File: src/rtl/eccmon_pkg.sv
package eccmon_pkg;

  // Register-group geometry (byte addresses).
  localparam int GLB_ADDR  = 0;
  localparam int GRP_BASE  = 32;
  localparam int GRP_SHIFT = 5;

  // Offsets inside one channel group.
  localparam logic [GRP_SHIFT-1:0] OFS_CTRL  = 5'h00;
  localparam logic [GRP_SHIFT-1:0] OFS_STAT  = 5'h04;
  localparam logic [GRP_SHIFT-1:0] OFS_FADDR = 5'h08;
  localparam logic [GRP_SHIFT-1:0] OFS_FDLO  = 5'h0C;
  localparam logic [GRP_SHIFT-1:0] OFS_FDHI  = 5'h10;

  // Control register bits.
  localparam int CTRL_CAP = 0;
  localparam int CTRL_SEN = 1;
  localparam int CTRL_DEN = 2;
  localparam int CTRL_BEN = 3;

  // Strobes from the decode/control side to one channel datapath.
  typedef struct packed {
    logic ctrlWr;
    logic statWr;
  } chanStrobe_t;

endpackage

File: src/rtl/eccmon_ctrl.sv
module eccmon_ctrl
  import eccmon_pkg::*;
#(
  parameter int NUM_CH = 5,
  parameter int IDX_W  = 16,
  parameter int ADDR_W = 8
) (
  input  logic                    clk,
  input  logic                    rstN,
  input  logic                    busWrEn,
  input  logic [ADDR_W-1:0]       busAddr,
  input  logic                    glbWrBit,
  input  logic [NUM_CH*4-1:0]     ctrlAll,
  input  logic [NUM_CH*3-1:0]     statAll,
  input  logic [NUM_CH*IDX_W-1:0] faddrAll,
  input  logic [NUM_CH*32-1:0]    fdloAll,
  input  logic [NUM_CH*32-1:0]    fdhiAll,
  output chanStrobe_t [NUM_CH-1:0] strobes,
  output logic [31:0]             busRdData,
  output logic                    gEn
);

  localparam logic [ADDR_W-1:0] BASE_A = ADDR_W'(GRP_BASE);
  localparam logic [ADDR_W-1:0] NCH_A  = ADDR_W'(NUM_CH);
  localparam logic [ADDR_W-1:0] GLB_A  = ADDR_W'(GLB_ADDR);

  logic [ADDR_W-1:0]    relAddr;
  logic [ADDR_W-1:0]    chSel;
  logic [GRP_SHIFT-1:0] regOfs;
  logic                 inGrp;
  logic                 glbHit;

  assign relAddr = busAddr - BASE_A;
  assign chSel   = relAddr >> GRP_SHIFT;
  assign regOfs  = relAddr[GRP_SHIFT-1:0];
  assign inGrp   = (busAddr >= BASE_A) && (chSel < NCH_A);
  assign glbHit  = (busAddr == GLB_A);

  // Monitor-wide interrupt enable.
  always_ff @(posedge clk or negedge rstN) begin
    if (!rstN) begin
      gEn <= 1'b0;
    end else if (busWrEn && glbHit) begin
      gEn <= glbWrBit;
    end
  end

  // Write strobes per channel.
  always_comb begin
    for (int c = 0; c < NUM_CH; c++) begin
      strobes[c].ctrlWr = busWrEn && inGrp && (chSel == ADDR_W'(c)) && (regOfs == OFS_CTRL);
      strobes[c].statWr = busWrEn && inGrp && (chSel == ADDR_W'(c)) && (regOfs == OFS_STAT);
    end
  end

  // Read multiplexer.
  always_comb begin
    busRdData = '0;
    if (glbHit) begin
      busRdData = {31'b0, gEn};
    end else if (inGrp) begin
      for (int c = 0; c < NUM_CH; c++) begin
        if (chSel == ADDR_W'(c)) begin
          case (regOfs)
            OFS_CTRL:  busRdData = 32'(ctrlAll[c*4 +: 4]);
            OFS_STAT:  busRdData = 32'(statAll[c*3 +: 3]);
            OFS_FADDR: busRdData = 32'(faddrAll[c*IDX_W +: IDX_W]);
            OFS_FDLO:  busRdData = fdloAll[c*32 +: 32];
            OFS_FDHI:  busRdData = fdhiAll[c*32 +: 32];
            default:   busRdData = '0;
          endcase
        end
      end
    end
  end

endmodule

File: src/rtl/eccmon_chan.sv
module eccmon_chan
  import eccmon_pkg::*;
#(
  parameter int IDX_W = 16,
  parameter bit WIDE  = 1'b0
) (
  input  logic              clk,
  input  logic              rstN,
  input  chanStrobe_t       strobe,
  input  logic [3:0]        wrBits,
  input  logic              gEn,
  input  logic              evtSingle,
  input  logic              evtDouble,
  input  logic              evtByteWr,
  input  logic [IDX_W-1:0]  evtIdx,
  input  logic [63:0]       evtData,
  output logic [3:0]        ctrlQ,
  output logic [2:0]        statQ,
  output logic [IDX_W-1:0]  faddrQ,
  output logic [31:0]       fdloQ,
  output logic [31:0]       fdhiQ,
  output logic              irq
);

  logic [2:0] evtVec;
  logic [2:0] clrMask;
  logic       capHit;

  assign evtVec  = {evtByteWr, evtDouble, evtSingle};
  assign clrMask = strobe.statWr ? wrBits[2:0] : 3'b000;
  assign capHit  = ctrlQ[CTRL_CAP] && (evtSingle || evtDouble);

  always_ff @(posedge clk or negedge rstN) begin
    if (!rstN) begin
      ctrlQ <= '0;
    end else if (strobe.ctrlWr) begin
      ctrlQ <= wrBits;
    end
  end

  // Sticky flags: new events win over a same-cycle clear.
  always_ff @(posedge clk or negedge rstN) begin
    if (!rstN) begin
      statQ <= '0;
    end else begin
      statQ <= (statQ & ~clrMask) | evtVec;
    end
  end

  always_ff @(posedge clk or negedge rstN) begin
    if (!rstN) begin
      faddrQ <= '0;
      fdloQ  <= '0;
    end else if (capHit) begin
      faddrQ <= evtIdx;
      fdloQ  <= evtData[31:0];
    end
  end

  generate
    if (WIDE) begin : g_wide
      always_ff @(posedge clk or negedge rstN) begin
        if (!rstN) begin
          fdhiQ <= '0;
        end else if (capHit) begin
          fdhiQ <= evtData[63:32];
        end
      end
    end else begin : g_narrow
      logic unusedHi;
      assign unusedHi = ^evtData[63:32];
      assign fdhiQ    = '0;
    end
  endgenerate

  assign irq = gEn && |(statQ & {ctrlQ[CTRL_BEN], ctrlQ[CTRL_DEN], ctrlQ[CTRL_SEN]});

endmodule

File: src/rtl/eccmon_top.sv
module eccmon_top
  import eccmon_pkg::*;
#(
  parameter int                NUM_CH    = 5,
  parameter int                IDX_W     = 16,
  parameter int                ADDR_W    = 8,
  parameter logic [NUM_CH-1:0] WIDE_MASK = NUM_CH'(1)
) (
  input  logic                    clk,
  input  logic                    rstN,
  input  logic                    busWrEn,
  input  logic [ADDR_W-1:0]       busAddr,
  input  logic [31:0]             busWrData,
  output logic [31:0]             busRdData,
  input  logic [NUM_CH-1:0]       evtSingle,
  input  logic [NUM_CH-1:0]       evtDouble,
  input  logic [NUM_CH-1:0]       evtByteWr,
  input  logic [NUM_CH*IDX_W-1:0] evtIdx,
  input  logic [NUM_CH*64-1:0]    evtData,
  output logic [NUM_CH-1:0]       irq
);

  chanStrobe_t [NUM_CH-1:0] strobes;
  logic [NUM_CH*4-1:0]      ctrlAll;
  logic [NUM_CH*3-1:0]      statAll;
  logic [NUM_CH*IDX_W-1:0]  faddrAll;
  logic [NUM_CH*32-1:0]     fdloAll;
  logic [NUM_CH*32-1:0]     fdhiAll;
  logic                     gEn;
  logic                     unusedWr;

  assign unusedWr = ^busWrData[31:4];

  eccmon_ctrl #(
    .NUM_CH (NUM_CH),
    .IDX_W  (IDX_W),
    .ADDR_W (ADDR_W)
  ) u_ctrl (
    .clk       (clk),
    .rstN      (rstN),
    .busWrEn   (busWrEn),
    .busAddr   (busAddr),
    .glbWrBit  (busWrData[0]),
    .ctrlAll   (ctrlAll),
    .statAll   (statAll),
    .faddrAll  (faddrAll),
    .fdloAll   (fdloAll),
    .fdhiAll   (fdhiAll),
    .strobes   (strobes),
    .busRdData (busRdData),
    .gEn       (gEn)
  );

  for (genvar c = 0; c < NUM_CH; c++) begin : g_chan
    eccmon_chan #(
      .IDX_W (IDX_W),
      .WIDE  (WIDE_MASK[c])
    ) u_chan (
      .clk       (clk),
      .rstN      (rstN),
      .strobe    (strobes[c]),
      .wrBits    (busWrData[3:0]),
      .gEn       (gEn),
      .evtSingle (evtSingle[c]),
      .evtDouble (evtDouble[c]),
      .evtByteWr (evtByteWr[c]),
      .evtIdx    (evtIdx[c*IDX_W +: IDX_W]),
      .evtData   (evtData[c*64 +: 64]),
      .ctrlQ     (ctrlAll[c*4 +: 4]),
      .statQ     (statAll[c*3 +: 3]),
      .faddrQ    (faddrAll[c*IDX_W +: IDX_W]),
      .fdloQ     (fdloAll[c*32 +: 32]),
      .fdhiQ     (fdhiAll[c*32 +: 32]),
      .irq       (irq[c])
    );
  end

endmodule

File: config.mk
export PLATFORM = sky130hd
export DESIGN_NAME = eccmon_top
export DESIGN_NICKNAME = d
export VERILOG_FILES = /design/src/rtl/eccmon_pkg.sv /design/src/rtl/eccmon_ctrl.sv /design/src/rtl/eccmon_chan.sv /design/src/rtl/eccmon_top.sv
export SDC_FILE = /design/constraint.sdc
export NUM_CORES = 1
export LEC_CHECK = 0
export BUFFER_PORTS_ARGS = -buffer_cell sky130_fd_sc_hd__buf_4
export CORE_MARGIN = 5
export CORE_UTILIZATION = 32
export CTS_CLUSTER_DIAMETER = 50
export CTS_CLUSTER_SIZE = 25
export DETAILED_ROUTE_END_ITERATION = 10
export RECOVER_POWER = 50
export SLEW_MARGIN = 20
export SYNTH_ARGS = -nofsm -noshare
export SYNTH_HDL_FRONTEND = slang
export SYNTH_SLANG_ARGS = --single-unit
File: constraint.sdc
create_clock -name clk -period 3.9 [get_ports clk]
set_clock_uncertainty 0.1 [all_clocks]
set_input_delay 0.195 -clock clk [delete_from_list [all_inputs] [get_ports clk]]
set_output_delay 0.195 -clock clk [all_outputs]
set_load 0.02 [all_outputs]
# == Yosys cells after proc, flatten, opt, wreduce, memory -nomap -nowiden ==
# Cells that the tools add are included.
# totals
ramBits,0
n_memories,0
ff_bits,308
romBits,0
latch_bits,0
output_inout_bits,37
# classes
n_shift,0
reduce_logical,41
muxes,17
magnitude_cmp,2
n_mul,0
div_mod_pow,0
n_bitwise,20
n_addsub,1
n_eq_ne,8
# op_table
op,count
$pmux 32 s4,4
$mux 32,7
$pmux 32 s5,1
$and 3x3->3,10
$logic_and 1x1->1,28
$logic_not 8->1,2
$mux 3,5
$not 3->3,5
$or 3x3->3,5
$reduce_or 3->1,5
$eq 5x4->1 const B,2
$ge 8x6->1 const B,1
$sub 8x6->8 const B,1
$eq 3x2->1 const B,2
$eq 5x3->1 const B,1
$eq 5x5->1 const B,1
$logic_not 5->1,1
$logic_or 1x1->1,5
$eq 3x1->1 const B,1
$eq 3x3->1 const B,1
$lt 3x3->1 const B,1

# == Depth between registers and ports, before layout ==
# depth
ltp_word,10
mapped_depth,11
ltp_nobuf,7

# == By module ==
# Synthesis repeated with hierarchy kept, for this count alone.
# unflattened
hier_cells,1351
hier_area_um2,16652.2
# by_module_without_submodules
module,cells_each,n_inst,area_per_inst_um2
eccmon_chan (g_chan[1].u_chan ...),154,4,2406.1
eccmon_ctrl,547,1,3759.9
eccmon_chan (g_chan[0].u_chan),188,1,3268.1

# == Worst setup path after synthesis ==
# Ideal clock, no wire load.
# synth_path
kind,input -> output
startpoint,in busAddr[5]
endpoint,out busRdData[21]
path_buffers,4
path_slack_ps,1444
required_time_ps,3605
t_arrival_ps,2161
path_stages,11
cell_sequence,inv_1 -> ha_1 -> clkbuf_2 -> xnor2_2 -> and2_1 -> clkbuf_1 -> and2_1 -> buf_4 -> buf_4 -> a21oi_1 -> a211oi_1
# synth_via
elab_chain_cells,9
word_cells_on_any_way,17
cone_classes,add/sub: 1; order compare: 2; eq/ne: 4; mux: 7; reduce/logical: 3
# synth_rtl
element,line,text
"start, declared",eccmon_top.sv:12,"input logic [ADDR_W-1:0] busAddr,"
$sub 8x6->8,eccmon_ctrl.sv:33,assign relAddr = busAddr - BASE_A;
$logic_not 8->1,eccmon_ctrl.sv:63,if (chSel == ADDR_W'(c)) begin
$mux 32 (5 in a row),eccmon_ctrl.sv:63,
$mux 32,eccmon_ctrl.sv:61,end else if (inGrp) begin
$mux 32 *,eccmon_ctrl.sv:59,if (glbHit) begin
"end, declared",eccmon_top.sv:14,"output logic [31:0] busRdData,"
# Mark *: on every way between the ends. The rest lies on a longest branch, timed or not.

# == Final worst setup path ==
# layout_path
startpoint,in busAddr[5]
endpoint,out busRdData[9]
# The elaborated chain is that of the path after synthesis.

==> summary.txt <==
Run status
  – Status: finished with violations
  – Failing checks: max-capacitance violations, max-slew violations

Cells and area
  – Syn-to-layout area delta: 51.2%
  – Non-Filler Instances: 2440
  – Layout Nets: 2261
  – Fin util: 48.7%
  – Layout cell share with drive strength beyond 1: 41.4%

Min path
  – Hold Path Class: input port to flop

Setup path
  – Reg2reg start: g_chan[1].u_chan.ctrlQ[0]$_DFFE_PN0P_
  – Worst path max stage delay: 0.77 ns
  – CP most frequent cell: buf_4
  – Slowest cell on crit path: xnor2_2
  – CP startpoint: busAddr[5]
  – Worst-case reg-to-reg path depth: 3
  – Critical R2R Capture: g_chan[1].u_chan.fdloQ[11]$_DFFE_PN0P_
  – Worst setup EP type: output pin
  – Req. time, crit path: 3.61 ns
  – CP endpoint: busRdData[9]
  – Flop-to-flop setup slack: 1.26 ns
  – Crit path launch type: input port
  – CP Cell Sequence: buf_4 -> inv_1 -> ha_1 -> xnor2_2 -> nand2_1 -> o32ai_1 -> a22oi_1 -> a21oi_1 -> buf_4
  – WP data arrival: 3.37 ns
  – Setup CP Type: input port to output pin
  – CP max FO: 16

Yosys
  – Post-Synthesis Cells: 1189
  – Synth warnings: 0
  – Synth cell types: 58
  – Mean Syn Cell Area: 12.6 um2
  – Flops & latches, synth: 308
  – Ys async rst share: 100%
  – Mapped Nets: 1652
  – Main synth FF type: dfrtp_1
  – Post-synth EDFFs: 0
  – Synthesized cell area: 0.0149 mm2
  – Synth area leaders: dfrtp_1, mux2_2, mux2i_1
  – Register area share after synthesis: 51.6%
  – Yosys top cell by area: dfrtp_1
  – Share of the synthesized area in the top cell type: 51.6%

Clocking
  – Root Driver: clkbuf_16
  – Clock-pin slew on the worst setup and hold paths: 0.05 ns
  – CTS tree: built
  – Total CTS buffers: 41
  – # Post-CTS Setup Buffers: 0
  – H-Tree Depth: 2
  – Clock tree buffer depth: 3
  – # clock sinks: 308
  – Clk Latency, worst-skew pair: 0.54 ns

Power
  – Leakage: 10.4 nW
  – Peak supply drop: 301 uV
  – Pwr/cell area: 472 mW/mm2
  – Flop pwr share: 42.0%
  – Comb pwr share: 18.7%
  – Internal power: 7.89 mW
  – Overall power: 10.6 mW
  – Net Sw Power: 2.76 mW
  – Sw Ratio: 25.9%
  – Power share of the clock group: 39.3%

Die
  – Starting Density: 32.2%
  – Die Wd: 226 um
  – Die area: 0.0511 mm2
  – Row cnt: 79
  – I/O pins: 495
  – Die height: 226 um
  – Core ar.: 0.0464 mm2

Routing
  – DRT Pass-1 Iters: 5
  – Initial DRC count: 704
  – DRC: 0
  – Antenna violation net count after detailed routing: 0
  – Routed length on met2: 25.2 mm
  – Routed length per placed instance: 21.9 um
  – Met3 routed WL: 3.29 mm
  – Routed WL: 53.5 mm
  – Vias post-DR: 12400
  – Post-Route M1 WL: 23.5 mm
  – Uppermost layer routed: met4
  – Via-to-Cell Ratio: 5.07

GRT
  – Initial antenna violation count: 3
  – First-pass GRT wire length: 80.9 mm
  – Tot GR Track Use: 20.5%
  – Vias in the first global route: 13600
  – Pin count of the biggest net entering global routing: 105
  – Grt total ovfl: 0

Placed design
  – Setup WS pre-CTS: 0.276 ns
  – Placed insts: 2069
  – Global placer's final weighted congestion: 0.912
  – Port buffer count: 338
  – DP Wirelength: 37.5 mm

Timing
  – Setup violators final: 0
  – Worst slew pin tran: 2.92 ns
  – Final hold vios: 0
  – Setup TNS: 0 ns
  – Max Slew Vio Count: 138
  – Fmax: 0.273 GHz
  – Post-route setup slack: 0.239 ns
  – Final Cycle Share: 93.9%
  – Final period demand of the worst path: 3.66 ns
  – Slew headroom: -94.8%
  – RSZ-0062 raised after global routing: false

Flow run
  – MaxCap Viol Count: 3
==> metrics by stage <==
stage / hold WS [ns] / area (um2)
after floorplan: -0.201 / 14900
after global placement: 0.228 / 18100
after detailed placement: 0.229 / 18100
after CTS: 0.111 / 22600
after global routing: 0.160 / 22600
final: 0.164 / 22600
==> layout make-up <==
cell class	instances	area (um2)
fillers	4004	23800
diodes	3	7.51
inverters	3	11.3
clock buffers	51	1150
repair buffers	666	5730
multi-input cells	778	6810
clock inverters	24	394
flip-flops and latches	308	7710
well taps	607	759
==> flip-flops by register name (all words and copies together) (netlist names) <==
register / cells
g_chan.u_chan.fdloQ: 160
g_chan.u_chan.statQ: 15
g_chan.u_chan.fdhiQ: 32
g_chan.u_chan.faddrQ: 80
g_chan.u_chan.ctrlQ: 20
u_ctrl.gEn: 1
==> placed cells by master (no fill, tap or decap), drive strengths merged, types with 5 or more instances in the layout <==
| master | count |
|---|---|
| mux2 | 295 |
| o32ai | 12 |
| nand3 | 66 |
| inv | 9 |
| dlygate4sd3 | 293 |
| clkbuf | 61 |
| o21ai | 65 |
| buf | 363 |
| mux2i | 73 |
| a211oi | 16 |
| a21oi | 84 |
| bufinv | 8 |
| nor2 | 21 |
| nand2b | 16 |
| and2 | 6 |
| mux4 | 9 |
| clkinv | 8 |
| nor3 | 5 |
| ha | 5 |
| nor2b | 7 |
| o2bb2ai | 12 |
| a222oi | 5 |
| nand2 | 13 |
| dfrtp | 308 |
| nand4 | 7 |
| a22oi | 30 |
==> logic make-up (layout without fill, tap and decap cells) <==
group,Yosys count,count (layout),share of synthesized area (%)
adders and majority gates,5,5,0.419
other,0,3,0
xor gates and xnor gates,2,2,0.168
muxes,377,377,28.7
buffers and inverters,103,744,3.12
and+or+nand+nor,151,151,5.79
AOI/OAI and AO/OA,243,243,10.2
DFF,308,308,51.6
==> how the worst min path moves through the flow <==
stage / from / to / slack (ns) / depth (start not counted)
after floorplan: rstN / g_chan[0].u_chan.ctrlQ[0]$_DFFE_PN0P_ / -0.20 / 0
after global placement: rstN / g_chan[1].u_chan.statQ[2]$_DFF_PN0_ / 0.23 / 1
after detailed placement: rstN / g_chan[0].u_chan.faddrQ[2]$_DFFE_PN0P_ / 0.23 / 1
after CTS: busAddr[6] / u_ctrl.gEn$_DFFE_PN0P_ / 0.11 / 5
after global routing: busAddr[6] / u_ctrl.gEn$_DFFE_PN0P_ / 0.16 / 5
final: busAddr[6] / u_ctrl.gEn$_DFFE_PN0P_ / 0.16 / 5
==> power groups by stage <==
stage	clock [mW]	sequential, mW	combinational (mW)
floorplan	0	4.33	1.15
global placement	0	4.48	1.71
detailed placement	0	4.51	1.76
CTS	4.30	4.46	2.01
global route	4.41	4.55	2.18
finish	4.19	4.47	1.99
==> critical path: cells and delay by family <==
kind	cells	cell delay [ns]
buffers and inverters	3	0.40
xor gates and xnor gates	1	0.77
and+or+nand+nor	1	0.65
AOI/OAI and AO/OA	3	0.99
adders and majority gates	1	0.33
==> what timing repair did <==
item                       4_1_cts  5_1_grt
gates resized for setup          0        1
setup endpoints to repair        0        1
hold buffers                   293        0
hold endpoints to repair       405        0
==> synth_stat cells, types with 2 or more instances <==
library cell	count
and2_1	6
nand2_2	3
buf_2	23
o32ai_1	12
nand4_1	7
nor3_1	4
nor2b_1	7
o21ai_1	2
o2bb2ai_1	12
mux2i_1	73
inv_1	3
mux2_2	283
o22ai_1	3
a21oi_1	84
buf_1	7
mux2_1	4
a222oi_1	5
a211oi_1	16
o21ai_0	63
nand2_1	10
a22oi_1	30
buf_4	13
mux4_2	9
ha_1	5
nand2b_1	16
nand3_4	2
clkbuf_1	56
dfrtp_1	308
nor2_1	21
a221oi_1	4
nand3_1	64
mux2_4	8
==> per-layer routing <==
layer  global-route usage, %  vias up
li1                        -     5647
met1                    27.7     6177
met2                    33.3      449
met3                    4.22      100
met4                    6.48        0
met5                       0        -
No activity file was read; power rests on OpenSTA's default activity.
